## src/rtl/sync_rx_pkg.sv

```systemverilog
package sync_rx_pkg;
   typedef enum logic [0:0] {
      RX_IDLE = 1'b0,
      RX_RUN  = 1'b1
   } rx_state_t;
endpackage

```

## src/rtl/sync_rx_front.sv

```systemverilog
module sync_rx_front #(
   parameter int STAGES  = 2,
   parameter bit LOOP_EN = 1'b1
) (
   input  logic clk,
   input  logic rst_n,
   input  logic pin,
   input  logic loop_in,
   input  logic loop_sel,
   output logic line,
   output logic fall
);
   logic raw;
   logic [STAGES-1:0] sync_q;
   logic prev_q;

   if (LOOP_EN) begin : g_loop
      assign raw = loop_sel ? loop_in : pin;
   end else begin : g_pin_only
      assign raw = pin;
   end

   always_ff @(posedge clk or negedge rst_n) begin
      if (!rst_n) begin
         sync_q <= '1;
         prev_q <= 1'b1;
      end else begin
         sync_q <= {sync_q[STAGES-2:0], raw};
         prev_q <= sync_q[STAGES-1];
      end
   end

   assign line = sync_q[STAGES-1];
   assign fall = prev_q & ~line;
endmodule

```

## src/rtl/sync_rx_timer.sv

```systemverilog
module sync_rx_timer #(
   parameter int CNT_W = 8
) (
   input  logic             clk,
   input  logic             rst_n,
   input  logic             active,
   input  logic             load,
   input  logic [CNT_W-1:0] load_val,
   output logic             tick
);
   logic [CNT_W-1:0] cnt_q;

   always_ff @(posedge clk or negedge rst_n) begin
      if (!rst_n)
         cnt_q <= '0;
      else if (load)
         cnt_q <= load_val;
      else if (active && cnt_q != '0)
         cnt_q <= cnt_q - 1'b1;
   end

   assign tick = active && (cnt_q == '0);
endmodule

```

## src/rtl/sync_rx_deframer.sv

```systemverilog
module sync_rx_deframer #(
   parameter int DATA_W = 24
) (
   input  logic              clk,
   input  logic              rst_n,
   input  logic              clear,
   input  logic              capture,
   input  logic              bit_in,
   output logic              at_start,
   output logic              at_stop,
   output logic              idx_odd,
   output logic              par_bad,
   output logic [DATA_W-1:0] payload
);
   localparam int LAST  = DATA_W + 2;
   localparam int IDX_W = $clog2(LAST + 1);
   localparam logic [IDX_W-1:0] LAST_I = IDX_W'(LAST);
   localparam logic [IDX_W-1:0] DLAST_I = IDX_W'(DATA_W);

   logic [IDX_W-1:0]  idx_q;
   logic [DATA_W-1:0] shreg_q;
   logic              par_q;
   logic              in_data;

   assign at_start = (idx_q == '0);
   assign at_stop  = (idx_q == LAST_I);
   assign idx_odd  = idx_q[0];
   assign in_data  = !at_start && (idx_q <= DLAST_I);

   always_ff @(posedge clk or negedge rst_n) begin
      if (!rst_n) begin
         idx_q   <= '0;
         shreg_q <= '0;
         par_q   <= 1'b0;
      end else if (clear) begin
         idx_q <= '0;
         par_q <= 1'b0;
      end else if (capture) begin
         idx_q <= idx_q + 1'b1;
         if (in_data)
            shreg_q <= {bit_in, shreg_q[DATA_W-1:1]};
         if (!at_start && !at_stop)
            par_q <= par_q ^ bit_in;
      end
   end

   assign par_bad = par_q;
   assign payload = shreg_q;
endmodule

```

## src/rtl/sync_rx_frac.sv

```systemverilog
module sync_rx_frac #(
   parameter int DATA_W      = 24,
   parameter int CNT_W       = 8,
   parameter int SYNC_STAGES = 2,
   parameter bit LOOP_EN     = 1'b1
) (
   input  logic              clk,
   input  logic              rst_n,
   input  logic              rx_pin,
   input  logic              tx_loop,
   input  logic              cfg_loopback,
   input  logic              cfg_en_rise,
   input  logic              cfg_en_fall,
   input  logic [CNT_W-1:0]  cfg_start_m1,
   input  logic [CNT_W-1:0]  cfg_odd_m1,
   input  logic [CNT_W-1:0]  cfg_even_m1,
   output logic [DATA_W-1:0] rx_data,
   output logic              rx_valid,
   output logic              rx_err
);
   import sync_rx_pkg::*;

   if (DATA_W < 2) begin : g_bad_data_w
      $error("sync_rx_frac: DATA_W must be at least 2");
   end
   if (CNT_W < 2) begin : g_bad_cnt_w
      $error("sync_rx_frac: CNT_W must be at least 2");
   end
   if (SYNC_STAGES < 2) begin : g_bad_stages
      $error("sync_rx_frac: SYNC_STAGES must be at least 2");
   end

   rx_state_t         state_q;
   logic              en, line, fall, tick;
   logic              start, abort_rx, finish, load;
   logic [CNT_W-1:0]  load_val;
   logic              at_start, at_stop, idx_odd, par_bad;
   logic [DATA_W-1:0] payload;

   assign en = cfg_en_rise | cfg_en_fall;

   sync_rx_front #(.STAGES(SYNC_STAGES), .LOOP_EN(LOOP_EN)) u_front (
      .clk      (clk),
      .rst_n    (rst_n),
      .pin      (rx_pin),
      .loop_in  (tx_loop),
      .loop_sel (cfg_loopback),
      .line     (line),
      .fall     (fall)
   );

   assign start    = (state_q == RX_IDLE) && fall && en;
   assign abort_rx = tick && at_start && line;
   assign finish   = tick && at_stop;
   assign load     = start || (tick && !at_stop && !abort_rx);
   assign load_val = start   ? cfg_start_m1 :
                     idx_odd ? cfg_odd_m1   : cfg_even_m1;

   sync_rx_timer #(.CNT_W(CNT_W)) u_timer (
      .clk      (clk),
      .rst_n    (rst_n),
      .active   (state_q == RX_RUN),
      .load     (load),
      .load_val (load_val),
      .tick     (tick)
   );

   sync_rx_deframer #(.DATA_W(DATA_W)) u_deframer (
      .clk      (clk),
      .rst_n    (rst_n),
      .clear    (start),
      .capture  (tick),
      .bit_in   (line),
      .at_start (at_start),
      .at_stop  (at_stop),
      .idx_odd  (idx_odd),
      .par_bad  (par_bad),
      .payload  (payload)
   );

   always_ff @(posedge clk or negedge rst_n) begin
      if (!rst_n) begin
         state_q  <= RX_IDLE;
         rx_valid <= 1'b0;
         rx_err   <= 1'b0;
         rx_data  <= '0;
      end else begin
         rx_valid <= en && finish;
         rx_err   <= en && finish && (!line || par_bad);
         if (en && finish)
            rx_data <= payload;
         if (!en)
            state_q <= RX_IDLE;
         else if (start)
            state_q <= RX_RUN;
         else if (abort_rx || finish)
            state_q <= RX_IDLE;
      end
   end
endmodule

```

## config.mk

```make
export PLATFORM = sky130hd
export DESIGN_NAME = sync_rx_frac
export DESIGN_NICKNAME = d
export VERILOG_FILES = /design/src/rtl/sync_rx_pkg.sv /design/src/rtl/sync_rx_front.sv /design/src/rtl/sync_rx_timer.sv /design/src/rtl/sync_rx_deframer.sv /design/src/rtl/sync_rx_frac.sv
export SDC_FILE = /design/constraint.sdc
export NUM_CORES = 1
export LEC_CHECK = 0
export ABC_CLOCK_PERIOD_IN_PS = 2300
export BUFFER_PORTS_ARGS = -buffer_cell sky130_fd_sc_hd__buf_2
export CELL_PAD_IN_SITES_DETAIL_PLACEMENT = 0
export CELL_PAD_IN_SITES_GLOBAL_PLACEMENT = 1
export CORE_ASPECT_RATIO = 0.7
export CORE_MARGIN = 8
export CORE_UTILIZATION = 40
export DETAILED_ROUTE_END_ITERATION = 12
export GPL_TIMING_DRIVEN = 0
export PLACE_DENSITY = 0.76
export SYNTH_ARGS = -nofsm -noshare
export SYNTH_HDL_FRONTEND = slang
export SYNTH_SLANG_ARGS = --single-unit
```

## constraint.sdc

```tcl
create_clock -name clk -period 2.3 [get_ports clk]
set_input_delay 0.46 -clock clk [delete_from_list [all_inputs] [get_ports clk]]
set_output_delay 0.46 -clock clk [all_outputs]
set_load 0.02 [all_outputs]
```

Yosys cells after proc, flatten, opt, wreduce, memory -nomap -nowiden

Cells that the tools add are included.

Bits in registers: 68
Input bits: 31
Output and inout bits: 26

Add/sub/neg operators: 2
Order comparisons: 1
Equality and inequality tests: 2
Muxes and demuxes: 13
Bitwise operators: 6
Reductions and logical operators: 28

Operators by type and width:

| operator                                               | count |
|---|---|
| 2-to-1 mux 8 bit                                       | 4 |
| logical AND 1 bit                                      | 13 |
| 2-to-1 mux 5 bit                                       | 2 |
| zero test 8 bit                                        | 1 |
| nonzero test 8 bit                                     | 1 |
| subtractor 8 x 1 -> 8 bit (second input constant)      | 1 |
| 2-to-1 mux 1 bit                                       | 7 |
| nonzero test 2 bit                                     | 3 |
| adder 5 x 1 -> 5 bit (second input constant)           | 1 |
| == test 5 bit (second input constant)                  | 1 |
| less-or-equal comparator 5 bit (second input constant) | 1 |
| zero test 5 bit                                        | 1 |
| zero test 1 bit                                        | 4 |
| logical OR 1 bit                                       | 3 |
| inequality test 3 x 1 -> 1 bit (second input constant) | 1 |
| NOT 1 bit                                              | 3 |
| AND reduction 3 bit                                    | 1 |
| AND reduction 2 bit                                    | 1 |
| bitwise AND 1 bit                                      | 1 |
| OR 1 bit                                               | 1 |
| bitwise XOR 1 bit                                      | 1 |

Longest topological paths before layout

Depth in word-level cells: 8
Mapped depth: 8
Mapped depth without buffers: 7

Modules after synthesis

From an unflattened synthesis, not the netlist that was laid out.

Cell total of the unflattened synthesis: 230
Area, all modules: 3,266.9 µm²

By module, submodules not included:

| module           | instances | cells an instance | area an instance (µm²) | seq. area each (µm²) |
|---|---|---|---|---|
| sync_rx_deframer | 1         | 87                | 1,363.8                | 750.7 |
| sync_rx_frac     | 1         | 82                | 1,252.5                | 675.6 |
| sync_rx_timer    | 1         | 56                | 550.5                  | 200.2 |
| sync_rx_front    | 1         | 5                 | 100.1                  | 78.8 |

Least setup slack after synthesis

Ideal clock, no wire load.

Path kind: register to register
Start: register u_deframer.idx_q[0]
End: register u_timer.cnt_q[2]
Arrival time: 2.193 ns
Setup slack: -0.017 ns
Stages on the path, launching flop included: 9
Buffers on the path: 1
Cell sequence: dfrtp_1 -> buf_1 -> inv_1 -> ha_1 -> nand3_1 -> a21oi_1 -> a31oi_1 -> o21ai_0 -> a211o_1

Cells in the longest elaborated chain, start to end: 7
Elaborated cells on any way between the ends: 13
Those cells by class: 1 x eq/ne; 3 x mux; 9 x reduce/logical

Ends and longest elaborated chain:

| item                                                          | line                   | text |
|---|---|---|
| start, declared                                               | sync_rx_deframer.sv:20 | `logic [IDX_W-1:0] idx_q;` |
| start signal, assigned                                        | sync_rx_deframer.sv:39 | `idx_q <= idx_q + 1'b1;` |
| zero test 5 bit                                               | sync_rx_deframer.sv:25 | `assign at_start = (idx_q == '0);` |
| logical AND 1 bit (2 in series)                               | sync_rx_frac.sv:53     | `assign abort_rx = tick && at_start && line;` |
| zero test 1 bit                                               | sync_rx_frac.sv:55     | `assign load = start \|\| (tick && !at_stop && !abort_rx);` |
| logical AND 1 bit                                             | sync_rx_frac.sv:55     |  |
| logical OR 1 bit                                              | sync_rx_frac.sv:55     |  |
| 2-to-1 mux 8 bit / nonzero test 2 bit (equally long branches) | --                     |  |
| end signal, assigned                                          | sync_rx_timer.sv:17    | `cnt_q <= load_val;` |
| end signal, assigned                                          | sync_rx_timer.sv:19    | `cnt_q <= cnt_q - 1'b1;` |
| end, declared                                                 | sync_rx_timer.sv:11    | `logic [CNT_W-1:0] cnt_q;` |

Parallel ways exist; a longest one is shown, timed or not.
A chain may end at the register's enable or synchronous reset.

Final worst setup path

Start: register u_timer.cnt_q[0]
End: register u_deframer.shreg_q[10] (netlist: u_deframer.payload[10])

Cells in the longest elaborated chain, start to end: 3

Ends and longest elaborated chain:

| item                                 | line                   | text |
|---|---|---|
| zero test 8 bit                      | sync_rx_timer.sv:22    | `assign tick = active && (cnt_q == '0);` |
| logical AND 1 bit                    | sync_rx_timer.sv:22    |  |
| AND reduction 3 bit (no source line) | --                     |  |
| end signal, assigned                 | sync_rx_deframer.sv:41 | `shreg_q <= {bit_in, shreg_q[DATA_W-1:1]};` |
| end, declared                        | sync_rx_deframer.sv:21 | `logic [DATA_W-1:0] shreg_q;` |

No other way between the ends.

==> results list <==
- Outcome: finished, final reports clean
- Static leakage: around 2 nW
* Commonest non-fill, non-tap cell in the layout: sky130_fd_sc_hd__dfrtp_1
* Total number of placement rows: 27
* Unrepaired setup endpoints after global routing: false
- The tree is rooted in a sky130_fd_sc_hd__clkbuf_16.
- Mapped cell area: 0.00317 sq mm
- Of the total power, combinational logic draws 0.151.
* Number of max-cap violations: 0
* Kind of capture point of the worst setup path: flop
- Placed cells: slightly below 400
* Max stage delay on crit path: 0.45 ns
* Unique masters post-synth: 49
* Clock Tree Buf Depth: 2
- Of the total power, the clock network draws 0.437.
- Post-synth EDFFs: 0
- The initial utilization of the core area, before any placement, comes to 0.409.
- Clock tree skew after final layout: slightly above 0.006 ns
- Chip Width: 122 um
- # port buffers: 56
- Along the worst path, the maximum fanout reaches 10.
- Measured along the y axis, the die boundary spans 90.5 um.
- Top-level port count: 57
* Layout cells sized above 1: 0.498
* Detailed-route wire length per cell: 15.6 um
- Count of unresolved DRC violations after routing: 0
- The worst register-to-register path begins at u_timer.cnt_q[0].
- Switching power: 0.000892 W
- For this block, the routed nets add up to 6570 um of wire.
- The wire-length estimate of the detail-placed layout is 4560 um.
* Cell class contributing the biggest share of worst-path delay: simple AND/OR/NAND/NOR gates
- Hold timing on the final database bottoms out at a slack of 0.227 ns.
* Sort of element at the start of the critical path: flop
* Maximum VDD drop: 338 uV
- Average cell area after synthesis: about 13 sq um
* Via-per-instance ratio: 5.04
- Global Route Usage Sum: 0.125
* CP Data Arrival Time: around 2.4 ns
- The repair_antennas step left the layout with diodes totalling 0.
- Entering global routing, the biggest net connects 69 pins.
* Total power draw: ~0.0034 W
* Post-Route Utilization: 0.525
* Post-synthesis instance total: roughly 240
- Maximum operating frequency: 450 MHz
- Vias in the first global route: 2,069
* Pwr/cell area: 835 mW/mm^2
- For this run, the post-layout net count is 351.
* Relative area change from synthesis to final layout: 28.4%
- Crit. Startpoint: u_timer.cnt_q[0]
- Antenna violation net count after detailed routing: 0
- Share of synthesized flip-flops with an asynchronous set or reset: 1.00
* Drt pass-1 iters: 4
- Final weighted congestion of routability-driven global placement: 0.860
- Master of the slowest instance on the critical path: sky130_fd_sc_hd__dfrtp_2
- Via Count: between 2,000 and 2,500
- Global route overflow: 0
- Starting DRT DRC Count: 128
- First-pass GRT wire length: approximately 11,000 um
* Portion of the post-synthesis area used by sequential elements: 0.537
* TNS Setup: 0 ns
* Type of the worst setup path: reg -> reg
* Critical path data required time: approximately 2.5 ns
* Synthesized netlist net count: about 270
- In this run the tightest slew margin relative to its limit is 0.436.
- The smallest clock period supported by the final layout is computed as 2.22 ns.
* Switching power share of the total: 0.262
* Register bit count reported by yosys: just under 70
- The clock drives between 60 and 70 sinks.
- DIE AREA: 0.0111 sq mm
- The final number of hold-violating endpoints came to 0.
- Setup violations remaining at the end of the flow were counted as 0.
- Transition at the pin with the smallest max-transition slack: 0.846 ns
- Flop pwr share: 0.411
- Final instance count without filler cells: 420
- The number of max-slew violations in the final report was 0.
- Clock tree from TritonCTS: yes
- The number of antenna violations at the first check in global routing came to 0.
* Internal power summed over all cells: 0.00251 W
* CTS Buf Count: 9
- For this run, the leading register cell type out of synthesis is sky130_fd_sc_hd__dfrtp_1.
* Later-pin clock latency in the skew report: approximately 0.33 ns
- Final Cycle Share: 0.966
- During synthesis, Yosys emitted a total of 0 warnings.
- The top cell types in the final layout, fill and taps aside, are sky130_fd_sc_hd__dfrtp_1, sky130_fd_sc_hd__buf_2, sky130_fd_sc_hd__mux2_2.
- CTS built an H-tree with a depth of 3.
- Traced cell by cell, the critical path runs through inv_2 > ha_4 > nor3b_4 > nand3_4 > or3_1 > buf_6 > buf_12 > mux2_4.
* Area of the core region: 0.00777 sq mm
- Clock-pin slew on the worst setup and hold paths: 0.06 ns
- Number of buffer and inverter stages on the critical path: 3
- The worst hold path belongs to the class in -> async.
## final cells by class
type                    count  area, sq um
fillers                   680         3690
flip-flops and latches     68         1710
multi-input cells         152         1410
repair buffers             67          378
clock buffers              11          243
well taps                 101          126
plain buffers              10          101
clock inverters             5         83.8
inverters                   6         22.5
## synthesized netlist by cell type (4+ instances only)
library cell	n	area, sq um
sky130_fd_sc_hd__nor2_1	12	45.0
sky130_fd_sc_hd__nand2_1	14	52.6
sky130_fd_sc_hd__mux2_2	31	349
sky130_fd_sc_hd__inv_1	6	22.5
sky130_fd_sc_hd__a21oi_1	6	30.0
sky130_fd_sc_hd__dfrtp_1	65	1630
sky130_fd_sc_hd__nand3_1	6	30.0
sky130_fd_sc_hd__clkbuf_1	4	15.0
sky130_fd_sc_hd__mux2_4	20	300
sky130_fd_sc_hd__mux2i_1	4	40.0
sky130_fd_sc_hd__a31oi_1	6	37.5
sky130_fd_sc_hd__ha_1	6	75.1
## per-layer routing
metal  vias to the layer above  GRT usage  part of all wire
met5                         -          0                 0
met4                         0     0.0576             0.017
met3                        10     0.0344             0.050
met2                        52      0.169              0.44
met1                      1035      0.179              0.49
li1                       1020          -                 -
## stage by stage
step                setup slack, ns  instance area [sq um]
finish                       0.0776                   4080
global route                0.00980                   4080
CTS                         0.00415                   3990
detailed placement           -0.392                   3580
global placement             -0.404                   3580
floorplan                    0.0481                   3180
## kinds of logic (layout without fill, tap and decap cells)
| logic type | after synthesis | count (layout) | synth area share |
|---|---|---|---|
| DFF | 68 | 68 | 0.537 |
| muxes | 58 | 58 | 0.228 |
| and+or+nand+nor | 54 | 54 | 0.0989 |
| AOI/OAI and AO/OA | 30 | 30 | 0.0650 |
| buffers and inverters | 16 | 99 | 0.0363 |
| adders and majority gates | 6 | 6 | 0.0236 |
| xor gates and xnor gates | 4 | 4 | 0.0110 |
## state kept, by name, summed over array words and instances, names as in the netlist
register and flops:
rx_data 24, u_deframer.payload 24, state_q 1, u_timer.cnt_q 8, u_front.sync_q 2, rx_err 1, rx_valid 1, u_front.prev_q 1
u_deframer.idx_q 5, u_deframer.par_bad 1
## path summary, 6_finish.rpt
path	endpoint	slack, ns	depth (start not counted)
worst max-delay path	u_deframer.payload[10]	0.08	8
min in group clk	u_timer.cnt_q[5]	0.34	3
worst min register to register	u_front.sync_q[1]	0.36	0
worst min-delay path	rx_data[8]	0.23	1
max in group asynchronous	u_timer.cnt_q[1]	1.46	1
worst max register to register	u_deframer.payload[10]	0.08	8
## power by group through the flow
stage / registers, W / logic (W) / clock network (W)
detailed placement: 0.00140 / 0.000401 / 0
finish: 0.00140 / 0.000515 / 0.00149
global route: 0.00141 / 0.000567 / 0.00158
CTS: 0.00139 / 0.000428 / 0.00153
global placement: 0.00140 / 0.000390 / 0
floorplan: 0.00138 / 0.000281 / 0
## what timing repair did
| item | CTS | global route |
|---|---|---|
| setup buffers | 4 | 7 |
| hold endpoints to repair | 0 | 0 |
| pin swaps | 2 | 3 |
| gates resized for setup | 8 | 10 |
| cloned | 0 | 0 |
| hold buffers | 0 | 0 |
| endpoints found under the setup margin | 56 | 49 |
No activity file was read; power rests on OpenSTA's default activity.
